<file path="src/rtl/sp_pkg.sv">
package sp_pkg;
  typedef enum logic [1:0] {
    ACC_IDLE  = 2'd0,
    ACC_READ  = 2'd1,
    ACC_WRITE = 2'd2
  } sp_access_e;

  localparam int WR_TX_BIT = 0;
  localparam int WR_HS_BIT = 1;
  localparam int SYNC_W    = 3;
  localparam int SYNC_RX   = 2;
  localparam int SYNC_PRN  = 1;
  localparam int SYNC_LINK = 0;
endpackage

</file>
<file path="src/rtl/sp_decode.sv">
module sp_decode
  import sp_pkg::*;
#(
  parameter int ADDR_W = 16,
  parameter logic [ADDR_W-1:0] PORT_ADDR = 16'hFEEF
) (
  input  logic [ADDR_W-1:0] addr,
  input  logic              iorq_n,
  input  logic              rd_n,
  input  logic              wr_n,
  input  logic              enable,
  output sp_access_e        access
);
  logic hit;

  always_comb begin
    hit = enable && !iorq_n && (addr == PORT_ADDR);
    access = ACC_IDLE;
    if (hit && !rd_n)      access = ACC_READ;
    else if (hit && !wr_n) access = ACC_WRITE;
  end
endmodule

</file>
<file path="src/rtl/sp_sync.sv">
module sp_sync #(
  parameter int WIDTH  = 3,
  parameter int STAGES = 2
) (
  input  logic             clk,
  input  logic             rst_n,
  input  logic [WIDTH-1:0] d,
  output logic [WIDTH-1:0] q
);
  logic [WIDTH-1:0] stage [STAGES];

  generate
    for (genvar s = 0; s < STAGES; s++) begin : g_stage
      always_ff @(posedge clk or negedge rst_n) begin
        if (!rst_n) stage[s] <= '0;
        else if (s == 0) stage[s] <= d;
        else stage[s] <= stage[(s == 0) ? 0 : s-1];
      end
    end
  endgenerate

  assign q = stage[STAGES-1];
endmodule

</file>
<file path="src/rtl/sp_line_reg.sv">
module sp_line_reg (
  input  logic clk,
  input  logic rst_n,
  input  logic enable,
  input  logic load,
  input  logic tx_d,
  input  logic hs_d,
  output logic tx_q,
  output logic hs_q
);
  always_ff @(posedge clk or negedge rst_n) begin
    if (!rst_n) begin
      tx_q <= 1'b0;
      hs_q <= 1'b0;
    end else if (!enable) begin
      tx_q <= 1'b0;
      hs_q <= 1'b0;
    end else if (load) begin
      tx_q <= tx_d;
      hs_q <= hs_d;
    end
  end
endmodule

</file>
<file path="src/rtl/bitbang_serial_port.sv">
module bitbang_serial_port
  import sp_pkg::*;
#(
  parameter int ADDR_W = 16,
  parameter int DATA_W = 8,
  parameter logic [ADDR_W-1:0] PORT_ADDR = 16'hFEEF,
  parameter int SYNC_STAGES = 2
) (
  input  logic              clk,
  input  logic              rst_n,
  input  logic [ADDR_W-1:0] addr,
  input  logic [DATA_W-1:0] wdata,
  output logic [DATA_W-1:0] rdata,
  output logic              rdata_oe,
  input  logic              iorq_n,
  input  logic              rd_n,
  input  logic              wr_n,
  input  logic              port_on,
  input  logic              line_rx,
  input  logic              hs_in_link,
  input  logic              hs_in_prn,
  input  logic              hs_pick,
  output logic              line_tx,
  output logic              hs_out
);
  localparam int RD_RX_BIT = DATA_W - 1;
  localparam int RD_HS_BIT = DATA_W - 2;

  sp_access_e        access;
  logic [SYNC_W-1:0] raw_in;
  logic [SYNC_W-1:0] sync_in;
  logic              hs_chosen;
  logic              wdata_unused;

  assign wdata_unused = ^wdata[DATA_W-1:WR_HS_BIT+1];

  sp_decode #(.ADDR_W(ADDR_W), .PORT_ADDR(PORT_ADDR)) u_dec (
    .addr(addr), .iorq_n(iorq_n), .rd_n(rd_n), .wr_n(wr_n),
    .enable(port_on), .access(access)
  );

  always_comb begin
    raw_in = '0;
    raw_in[SYNC_RX]   = line_rx;
    raw_in[SYNC_PRN]  = hs_in_prn;
    raw_in[SYNC_LINK] = hs_in_link;
  end

  sp_sync #(.WIDTH(SYNC_W), .STAGES(SYNC_STAGES)) u_sync (
    .clk(clk), .rst_n(rst_n), .d(raw_in), .q(sync_in)
  );

  sp_line_reg u_lines (
    .clk(clk), .rst_n(rst_n), .enable(port_on),
    .load(access == ACC_WRITE),
    .tx_d(wdata[WR_TX_BIT]), .hs_d(wdata[WR_HS_BIT]),
    .tx_q(line_tx), .hs_q(hs_out)
  );

  assign hs_chosen = hs_pick ? sync_in[SYNC_PRN] : sync_in[SYNC_LINK];
  assign rdata_oe  = (access == ACC_READ);

  always_comb begin
    rdata = '1;
    if (rdata_oe) begin
      rdata[RD_RX_BIT] = sync_in[SYNC_RX];
      rdata[RD_HS_BIT] = hs_chosen;
      rdata[0]         = 1'b0;
    end
  end
endmodule

</file>
<file path="config.mk">
export PLATFORM = sky130hd
export DESIGN_NAME = bitbang_serial_port
export DESIGN_NICKNAME = d
export VERILOG_FILES = /design/src/rtl/sp_pkg.sv /design/src/rtl/sp_decode.sv /design/src/rtl/sp_sync.sv /design/src/rtl/sp_line_reg.sv /design/src/rtl/bitbang_serial_port.sv
export SDC_FILE = /design/constraint.sdc
export NUM_CORES = 1
export LEC_CHECK = 0
export ABC_AREA = 1
export ABC_CLOCK_PERIOD_IN_PS = 1000
export CORE_UTILIZATION = 27
export DETAILED_ROUTE_END_ITERATION = 10
export PLACE_DENSITY = 0.79
export SYNTH_ARGS = -nofsm -noshare
export SYNTH_HDL_FRONTEND = slang
export SYNTH_SLANG_ARGS = --single-unit
export TNS_END_PERCENT = 5
</file>
<file path="constraint.sdc">
create_clock -name clk -period 1 [get_ports clk]
set_input_delay 0.15 -clock clk [delete_from_list [all_inputs] [get_ports clk]]
set_output_delay 0.15 -clock clk [all_outputs]
set_load 0.01 [all_outputs]
</file>
==> qor.csv <==
stage;metric;value;unit
status;status;finished with violations;
status;violations;negative setup slack;
critical_path;critPathCaptureType;output port;
cells_and_area;post-route-cell-area;789.5;um2
cells_and_area;drive_gt1_share;49.46;%
detailed_routing;via_per_inst;4.111;
die;die_y;41.64;um
place;portBuffers;33;
grt;grt_pass1_vias;459;
clock_tree;clock-sinks;8;
power_and_ir_drop;power.density;872.2;nW/um2
clock_tree;numCtsBuffers;3;
place;pre_cts_slack;-0.8829;ns
cells_and_area;nNetsFinal;129;
power_and_ir_drop;leakagePower;0.0004012;uW
clock_tree;insertion_delay;0.24;ns
timing;rsz0062_at_grt;true;
die;die_area;1733;um2
power_and_ir_drop;vdd_drop_max;0.7478;mV
place;placed_area;765.7;um2
synthesis;yosysSeqAreaShare;47.20;%
timing;skew;0.0001268;ns
timing;fmax;850.8;MHz
critical_path;critPathKind;in -> out;
power_and_ir_drop;report.power.total;688.6;uW
critical_path;critPathRequiredTime;0.85;ns
min_path;hold_path.class;in -> async;
clock_tree;tritoncts;done;
detailed_routing;drtPass1Iterations;2;
detailed_routing;drt_iter0_drc;3;
cells_and_area;utilization;57.10;%
synthesis;synth_seq_cells;8;
synthesis;syn_area;424.2;um2
cells_and_area;syn_to_final_growth;86.14;%
timing;setup_viol;6;
synthesis;synth_area_per_cell;8.483;um2
grt;overflow;0;
die;io_pins;45;
clock_tree;htree_levels;1;
cells_and_area;final_common_cell;buf_2;
synthesis;ys_warn_count;0;
critical_path;crit_arrival;1.03;ns
clock_tree;cts_root_buf;clkbuf_4;
critical_path;crit_start;iorq_n;
die;rows;13;
critical_path;cp_max_fo;4;
clock_tree;cts.clk_slew.worst_paths;0.05;ns
detailed_routing;drc_errors;0;
detailed_routing;post_drt_wl_per_cell;9.620;um
timing;slew_viol_final;0;
grt;grt_pass1_wl;1.738;mm
timing;min_period;1.175;ns
detailed_routing;vias;444;
place;place_congestion;0.6735;
timing;fin_tns_setup;-0.6824;ns
grt;grtUsageTotal;13.08;%
grt;antenna_found_initial;0;
cells_and_area;final_cell_mix;buf_2 (13), clkdlybuf4s50_1 (9), nand2_1 (8), dfrtp_1 (8);
detailed_routing;drt_wl_total;1.039;mm
critical_path;start_kind;input pin;
critical_path;r2r_start;u_lines.hs_q;
die;dieWidth;41.64;um
timing;hold_viol;0;
grt;grt_max_degree;9;
detailed_routing;postRouteAntennaNets;0;
cells_and_area;diodes;0;
die;core_area;1383;um2
timing;period_share;117.5;%
die;start_util;30.68;%
synthesis;synth_cell_type_count;14;
timing;setup_ws;-0.1753;ns
synthesis;synthCells;50;
run;cap_violations;0;
clock_tree;clk_path_buf_depth;2;
place;dpl.hpwl;822;um
metal layers:
layer | vias to the layer above | global-route usage, % | share of wire [%] | wire (um)
met1 | 200 | 13.11 | 36 | 378
met2 | 20 | 25.00 | 57 | 596
met5 | - | 0 | 0 | 0
met4 | 0 | 5.806 | 0 | 0
met3 | 0 | 3.043 | 6.2 | 64
li1 | 224 | - | - | -
report_power, final:
part,internal [uW],leakage [uW],switching (uW),total (uW)
logic,74.5,0.000290,50.1,125
registers,337,0.0000979,2.67,339
clock network,136,0.0000138,88.8,225
total,547,0.000401,141,689
state kept, by name, summed over array words and instances (netlist names):
name	count
u_sync.q	3
u_lines.tx_q	1
u_sync.stage	3
u_lines.hs_q	1
logic make-up (layout without fill, tap and decap cells):
group | Yosys count | in the layout | synth area share (%)
and+or+nand+nor | 26 | 26 | 33.33
other | 1 | 5 | 0.8841
AOI/OAI and AO/OA | 1 | 1 | 1.771
buffers and inverters | 14 | 53 | 16.81
DFF | 8 | 8 | 47.20
layout make-up:
| type | instances | area, um2 |
|---|---|---|
| well taps | 15 | 18.77 |
| repair buffers | 41 | 321.6 |
| clock buffers | 3 | 22.52 |
| fillers | 129 | 593.1 |
| multi-input cells | 32 | 192.7 |
| inverters | 9 | 33.78 |
| flip-flops and latches | 8 | 200.2 |
final timing paths:
kind / end / slack, ns / cells after the start
setup / recovery: rdata[0] / -0.18 / 11
max in group asynchronous: u_sync.stage[3] / 0.58 / 1
hold reg to reg: u_sync.q[2] / 0.34 / 0
min in group clk: u_lines.hs_q / 0.27 / 4
setup reg to reg: u_lines.hs_q / 0.32 / 4
hold / removal: u_lines.tx_q / 0.17 / 1
cells in the mapped netlist:
library cell	instances	area [um2]
nand2_1	11	41.29
inv_1	8	30.03
inv_2	1	3.750
nand3_2	1	10.01
nand2_2	2	12.51
nand4_1	1	6.260
nor2_2	2	12.51
conb_1	1	3.750
nand4_4	1	21.27
buf_4	5	37.54
nor2_4	1	11.26
dfrtp_1	8	200.2
o211ai_1	1	7.510
nor2_1	7	26.28
timing repair:
action | in CTS | in global routing
hold buffers | 0 | 0
gates resized for setup | 74 | 14
buffers inserted | 6 | 2
pin swaps | 15 | 12
endpoints found under the setup margin | 8 | 6
worst max-delay path: stages:
cell and delay, ns:
buf_6 0.09, inv_2 0.04, nand2_2 0.03, nor2_1 0.08
nand2_1 0.08, nor2_4 0.11, nand2_2 0.07, nor2_4 0.11
buf_4 0.12, inv_2 0.03, buf_6 0.10
through the flow:
stage | std cells | hold WS [ns]
floorplan | 54 | -0.1456
global placement | 99 | 0.3326
detailed placement | 99 | 0.3362
CTS | 107 | 0.1719
global route | 108 | 0.1926
finish | 108 | 0.1719
No activity file was read; power rests on OpenSTA's default activity.
